==> src/rtl/xfer_pkg.sv <==
package xfer_pkg;

    typedef enum logic [2:0] {
        PH_IDLE = 3'd0,
        PH_COPY = 3'd1,
        PH_HOLD = 3'd2,
        PH_TIED = 3'd3,
        PH_PAR  = 3'd4,
        PH_HAND = 3'd5,
        PH_REL  = 3'd6
    } phase_t;

    typedef enum logic [1:0] {
        RS_HOLD  = 2'd0,
        RS_LOAD  = 2'd1,
        RS_TRACK = 2'd2
    } rsel_t;

    typedef struct packed {
        rsel_t rsel;
        logic  orig_en;
        logic  connected;
        logic  rep_drives;
        logic  both_drive;
    } ctrl_t;

    function automatic logic phase_done(input phase_t p);
        return (p == PH_PAR) || (p == PH_HAND) || (p == PH_REL);
    endfunction

    function automatic logic phase_connected(input phase_t p);
        return (p == PH_HOLD) || (p == PH_TIED) || (p == PH_PAR) || (p == PH_HAND);
    endfunction

endpackage

==> src/rtl/xfer_seq.sv <==
module xfer_seq
    import xfer_pkg::*;
(
    input  logic   clk,
    input  logic   rst,
    input  logic   bypass,
    input  logic   capture,
    input  logic   q_match,
    output phase_t phase,
    output ctrl_t  ctrl,
    output logic   seq_err
);

    phase_t phase_nx;
    logic   err_nx;
    rsel_t  rsel_c;

    always_comb begin
        phase_nx = phase;
        err_nx   = 1'b0;
        rsel_c   = RS_HOLD;
        unique case (phase)
            PH_IDLE: begin
                if (bypass && capture) begin
                    phase_nx = PH_COPY;
                    rsel_c   = RS_LOAD;
                end else if (bypass || capture) begin
                    err_nx   = 1'b1;
                end
            end
            PH_COPY: begin
                if (bypass && capture) begin
                    rsel_c   = RS_LOAD;
                end else if (bypass) begin
                    phase_nx = PH_HOLD;
                    rsel_c   = RS_TRACK;
                end else begin
                    phase_nx = PH_IDLE;
                    err_nx   = 1'b1;
                end
            end
            PH_HOLD: begin
                if (capture) begin
                    phase_nx = PH_IDLE;
                    err_nx   = 1'b1;
                end else begin
                    rsel_c   = RS_TRACK;
                    if (!bypass) phase_nx = PH_TIED;
                end
            end
            PH_TIED: begin
                rsel_c = RS_TRACK;
                if (q_match) phase_nx = PH_PAR;
            end
            PH_PAR: begin
                rsel_c   = RS_TRACK;
                phase_nx = PH_HAND;
            end
            PH_HAND: begin
                rsel_c   = RS_TRACK;
                phase_nx = PH_REL;
            end
            PH_REL: begin
                rsel_c   = RS_TRACK;
            end
            default: begin
                phase_nx = PH_IDLE;
            end
        endcase
    end

    always_ff @(posedge clk) begin
        if (rst) begin
            phase   <= PH_IDLE;
            seq_err <= 1'b0;
        end else begin
            phase   <= phase_nx;
            seq_err <= err_nx;
        end
    end

    always_comb begin
        ctrl.rsel       = rsel_c;
        ctrl.orig_en    = (phase != PH_REL);
        ctrl.connected  = phase_connected(phase);
        ctrl.rep_drives = (phase == PH_HAND) || (phase == PH_REL);
        ctrl.both_drive = (phase == PH_PAR);
    end

    assert_err_returns_idle_R8: assert property (@(posedge clk) disable iff (rst)
        seq_err |-> (phase == PH_IDLE));

    assert_done_sticky_R5: assert property (@(posedge clk) disable iff (rst)
        phase_done(phase) |=> phase_done(phase));

    assert_strobes_ignored_R10: assert property (@(posedge clk) disable iff (rst)
        phase_done(phase) |=> !seq_err);

endmodule

==> src/rtl/xfer_cell.sv <==
module xfer_cell #(
    parameter int unsigned WIDTH = 8,
    parameter logic [WIDTH-1:0] RESET_VAL = '0
) (
    input  logic             clk,
    input  logic             rst,
    input  logic [WIDTH-1:0] d,
    input  logic             ce,
    input  logic             load,
    input  logic [WIDTH-1:0] load_val,
    output logic [WIDTH-1:0] q
);

    always_ff @(posedge clk) begin
        if (rst)       q <= RESET_VAL;
        else if (load) q <= load_val;
        else if (ce)   q <= d;
    end

endmodule

==> src/rtl/xfer_outmux.sv <==
module xfer_outmux
    import xfer_pkg::*;
#(
    parameter int unsigned WIDTH = 8
) (
    input  ctrl_t            ctrl,
    input  logic [WIDTH-1:0] orig_q,
    input  logic [WIDTH-1:0] rep_q,
    output logic [WIDTH-1:0] merged_q,
    output logic             mismatch
);

    for (genvar b = 0; b < WIDTH; b++) begin : g_bit
        always_comb begin
            if (ctrl.both_drive)      merged_q[b] = orig_q[b] & rep_q[b];
            else if (ctrl.rep_drives) merged_q[b] = rep_q[b];
            else                      merged_q[b] = orig_q[b];
        end
    end

    assign mismatch = ctrl.connected && (orig_q != rep_q);

endmodule

==> src/rtl/xfer_state_helper.sv <==
module xfer_state_helper
    import xfer_pkg::*;
#(
    parameter int unsigned WIDTH = 8,
    parameter logic [WIDTH-1:0] RESET_VAL = '0
) (
    input  logic             clk,
    input  logic             rst,
    input  logic [WIDTH-1:0] orig_d,
    input  logic             orig_ce,
    input  logic             bypass_copy,
    input  logic             capture_copy,
    output logic [WIDTH-1:0] orig_q,
    output logic [WIDTH-1:0] replica_q,
    output logic [WIDTH-1:0] merged_q,
    output logic             done,
    output logic             mismatch,
    output logic             seq_err
);

    phase_t           phase;
    ctrl_t            ctrl;
    logic             orig_ce_eff;
    logic [WIDTH-1:0] orig_next;

    xfer_seq u_seq (
        .clk     (clk),
        .rst     (rst),
        .bypass  (bypass_copy),
        .capture (capture_copy),
        .q_match (orig_q == replica_q),
        .phase   (phase),
        .ctrl    (ctrl),
        .seq_err (seq_err)
    );

    assign orig_ce_eff = ctrl.orig_en && orig_ce;
    assign orig_next   = orig_ce_eff ? orig_d : orig_q;

    xfer_cell #(.WIDTH(WIDTH), .RESET_VAL(RESET_VAL)) u_orig (
        .clk      (clk),
        .rst      (rst),
        .d        (orig_d),
        .ce       (orig_ce_eff),
        .load     (1'b0),
        .load_val (orig_d),
        .q        (orig_q)
    );

    xfer_cell #(.WIDTH(WIDTH), .RESET_VAL(RESET_VAL)) u_rep (
        .clk      (clk),
        .rst      (rst),
        .d        (orig_d),
        .ce       ((ctrl.rsel == RS_TRACK) && orig_ce),
        .load     (ctrl.rsel == RS_LOAD),
        .load_val (orig_next),
        .q        (replica_q)
    );

    xfer_outmux #(.WIDTH(WIDTH)) u_out (
        .ctrl     (ctrl),
        .orig_q   (orig_q),
        .rep_q    (replica_q),
        .merged_q (merged_q),
        .mismatch (mismatch)
    );

    assign done = phase_done(phase);

    assert_copy_lands_R3: assert property (@(posedge clk) disable iff (rst)
        (bypass_copy && capture_copy && (phase == PH_IDLE || phase == PH_COPY))
        |=> (replica_q == orig_q));

    assert_released_frozen_R7: assert property (@(posedge clk) disable iff (rst)
        (phase == PH_REL) |=> $stable(orig_q));

    assert_replica_drives_R6: assert property (@(posedge clk) disable iff (rst)
        (phase == PH_HAND || phase == PH_REL) |-> (merged_q == replica_q));

    assert_done_means_equal_R5: assert property (@(posedge clk) disable iff (rst)
        (phase == PH_PAR || phase == PH_HAND) |-> (orig_q == replica_q));

    assert_no_mismatch_R9: assert property (@(posedge clk) disable iff (rst)
        !mismatch);

endmodule

==> config.mk <==
export PLATFORM = sky130hd
export DESIGN_NAME = xfer_state_helper
export DESIGN_NICKNAME = d
export VERILOG_FILES = /design/src/rtl/xfer_pkg.sv /design/src/rtl/xfer_seq.sv /design/src/rtl/xfer_cell.sv /design/src/rtl/xfer_outmux.sv /design/src/rtl/xfer_state_helper.sv
export SDC_FILE = /design/constraint.sdc
export NUM_CORES = 1
export LEC_CHECK = 0
export ABC_AREA = 1
export BUFFER_PORTS_ARGS = -buffer_cell sky130_fd_sc_hd__buf_4
export CAP_MARGIN = 20
export CELL_PAD_IN_SITES_DETAIL_PLACEMENT = 0
export CELL_PAD_IN_SITES_GLOBAL_PLACEMENT = 1
export CORE_UTILIZATION = 32
export DETAILED_ROUTE_END_ITERATION = 8
export PLACE_DENSITY_LB_ADDON = 0.1
export SYNTH_ARGS = -nofsm -noshare
export SYNTH_HDL_FRONTEND = slang
export SYNTH_SLANG_ARGS = --single-unit
==> constraint.sdc <==
create_clock -name clk -period 1.3 [get_ports clk]
set_input_delay 0.195 -clock clk [delete_from_list [all_inputs] [get_ports clk]]
set_output_delay 0.195 -clock clk [all_outputs]
set_load 0.1 [all_outputs]
==> results.md <==
- Outcome: finished with violations
- Failing checks: negative setup slack
- Largest net degree at the start of global routing: 21
- Max-slew violations: 0
- Post-Syn Area per Cell: 6.40 um2
- Fin crit period: 1.75 ns
- Reg clk slew, reported paths: 0.08 ns
- Crit path DAT: 1.55 ns
- Kind of critical path: flip-flop to primary output
- Post-Synthesis Cells: 221
- Overall power: 2.69 mW
- Register area share after synthesis: 28.3%
- Worst-margin pin slew: 0.272 ns
- CP endpoint kind: primary output
- WL met3: 230 um
- DR top layer: met4
- GRT Overall Usage: 24.3%
- Slew HR: 81.7%
- Most common cell after layout, fill and taps aside: buf_4
- Initial core utilization: 34.4%
- Die X: 68.5 um
- Synth-to-layout area growth: 125%
- Layout Nets: 349
- Core area: 0.00412 mm2
- I/O Buffers: 39
- CP max stage delay: 0.38 ns
- Clock skew: 0.00122 ns
- WL per Instance: 14.7 um
- Combinational power share: 50.4%
- Post-layout util: 77.2%
- Metal2 WL: 2.70 mm
- Vias in the first global route: 1785
- RSZ-0062 raised after global routing: yes
- Worst Path Buf+Inv: 2
- Register area: 472 um2
- Initial DRC count: 87
- PwrDens: 847 mW/mm2
- Share of cells above drive strength 1: 67.7%
- Clock power share: 24.0%
- P_leak: 1.41 nW
- Die Height: 68.5 um
- Syn Std Cell Area: 0.00142 mm2
- Placed Area: 0.00256 mm2
- #FFs+latches synth: 20
- Via Count: 1901
- Min-delay worst type: primary input to flip-flop
- Worst slack at placement: -0.305 ns
- Max H-tree Level: 1
- Switching portion of total power: 41.1%
- Routability Congestion: 0.809
- Mapped Nets: 244
- # fillers: 286
- ANT cells: 0
- Slowest cell on the critical path: dfxtp_4
- DRT Wirelength: 5.53 mm
- Fin area: 0.00318 mm2
- Initial antenna violation count: 0
- Die area: 0.00469 mm2
- FP Rows: 23
- Yosys warns: 0
- Fin. Hold Viols: 0
- CTS buffer count: 3
- Crit share post-route: 134%
- Reg2reg setup slack: -0.28 ns
- Final ANT Viol Nets: 0
- I/O Pins: 40
- Peak supply drop: 0.453 mV
- Internal: 1.58 mW
- Clk buf depth: 2
- CP Launch Type: flip-flop
- Clock root buffer: clkbuf_8
- Met1 wire length: 2.55 mm
- Top cell by count, worst path: buf_12
- Multi-input gate area: 0.00149 mm2
- GR Overflow Total: 0
- Dpl cells: 360
- Synth unique cells: 26
- Global-route wire length before repair: 8.40 mm
- CTS tree: done
- Most frequent cells in the layout: buf_4 (77), nand2_1 (37), nand3_1 (21), dfxtp_4 (19), nor2_4 (17)
- Final cell count without fillers: 375
- Worst-path cell chain: nor2_4 -> nand2_2 -> buf_12 -> a31oi_4 -> buf_12
- Clock latency on the worst-skew pair: 0.26 ns
- Reg power frac: 25.7%
- Post-DR vias/cell: 5.07
- Setup Viol. Count Final: 22
- Maximum clock frequency: 573 MHz
- Setup WS post-layout: -0.446 ns
- Max cap viols: 0
- Critical path data required time: 1.11 ns
- Crit path max fanout: 12
- Drt drc: 0
- Drt pass-1 iters: 4
- Delay-heaviest family, CP: flip-flops
- HPWL after DPL: 3.85 mm
- Psw: 1.11 mW
- CTS Sinks: 20
[logic make-up after synthesis]
| group | count (synthesis) | share of synthesized area [%] |
|---|---|---|
| adder cells (fa/ha/maj) | 10 | 8.84 |
| flip-flops | 20 | 28.3 |
| buffers and inverters | 24 | 7.07 |
| AND/OR/NAND/NOR | 139 | 44.9 |
| AO/OA/AOI/OAI | 28 | 10.9 |
[state kept, by name (all words and copies together) (netlist names)]
| register | flops |
|---|---|
| u_orig.q | 8 |
| u_rep.q | 8 |
| u_seq.phase | 3 |
| u_seq.seq_err | 1 |
[power by group through the flow]
| stage | Sequential [mW] | Combinational, mW | Clock (mW) |
|---|---|---|---|
| 2_1_floorplan | 0.962 | 0.443 | 0 |
| 6_report | 0.690 | 1.36 | 0.645 |
| 4_1_cts | 0.689 | 1.23 | 0.642 |
| 3_5_place_dp | 0.705 | 1.05 | 0 |
| 5_1_grt | 0.696 | 1.44 | 0.665 |
| 3_3_place_gp | 0.704 | 1.05 | 0 |
[Yosys cell counts]
cell	instances	share of area, %
nand4_1	1	0.44
nand3b_2	1	0.80
clkbuf_1	2	0.53
nand2_1	50	13
nand3_4	1	1.2
buf_4	2	1.1
nor4_1	1	0.44
nor3_4	1	1.1
a31oi_1	6	2.7
o22ai_1	1	0.44
nand3_1	31	11
o21bai_1	1	0.53
nor3b_1	1	0.53
dfxtp_1	20	28
o21a_1	1	0.53
nand3_2	2	1.4
nor2_2	4	1.8
buf_2	2	0.71
o21ai_1	1	0.35
a21oi_1	11	3.9
ha_1	10	8.8
o21ai_0	7	2.5
nand2_2	4	1.8
inv_1	17	4.5
nor2_1	42	11
inv_2	1	0.26
[worst reg2reg max path, stage by stage, from the launching register on]
cell and delay [ns]:
dfxtp_4 0.38, buf_6 0.12, buf_6 0.13, nor2_4 0.14
nand3_4 0.13, nand4_1 0.21, nand2_8 0.15, nor2_4 0.12
nor2_2 0.04, nor2_1 0.10
[per-stage QoR]
step                setup TNS, ns  hold slack [ns]
floorplan                   -4.59            0.375
global placement            -5.35            0.515
detailed placement          -5.99            0.512
CTS                         -4.86            0.236
global route                -7.86            0.239
finish                      -6.51            0.235
[cell type report]
type	instances	share of cell area (%)
Inverter	18	2.56
Clock buffer	3	1.30
Multi-Input combinational cell	178	47.0
Timing Repair Buffer	105	31.4
Tap cell	50	1.97
Clock inverter	1	0.945
Sequential cell	20	14.8
[final timing paths]
| check | start | end | cells past startpoint |
|---|---|---|---|
| hold reg to reg | u_seq.phase[1]$_SDFFE_PP0P_ | u_seq.phase[1]$_SDFFE_PP0P_ | 3 |
| hold / removal | rst | u_seq.phase[0]$_SDFFE_PP0P_ | 2 |
| setup / recovery | u_seq.phase[0]$_SDFFE_PP0P_ | merged_q[3] | 5 |
| setup reg to reg | u_seq.phase[0]$_SDFFE_PP0P_ | u_rep.q[1]$_SDFFE_PP0P_ | 9 |
[layer usage]
metal	vias up	track usage, %
met1	883	34.1
met2	63	40.7
li1	948	-
met5	-	0
met4	0	4.43
met3	7	1.97
[timing repair]
action | CTS | global route
hold buffers | 0 | 0
endpoints found under the setup margin | 30 | 27
gates cloned | 1 | 0
setup buffers | 6 | 5
pin swaps | 14 | 27
resized for setup | 73 | 50
Note: power is estimated with default switching activity, not from simulation.
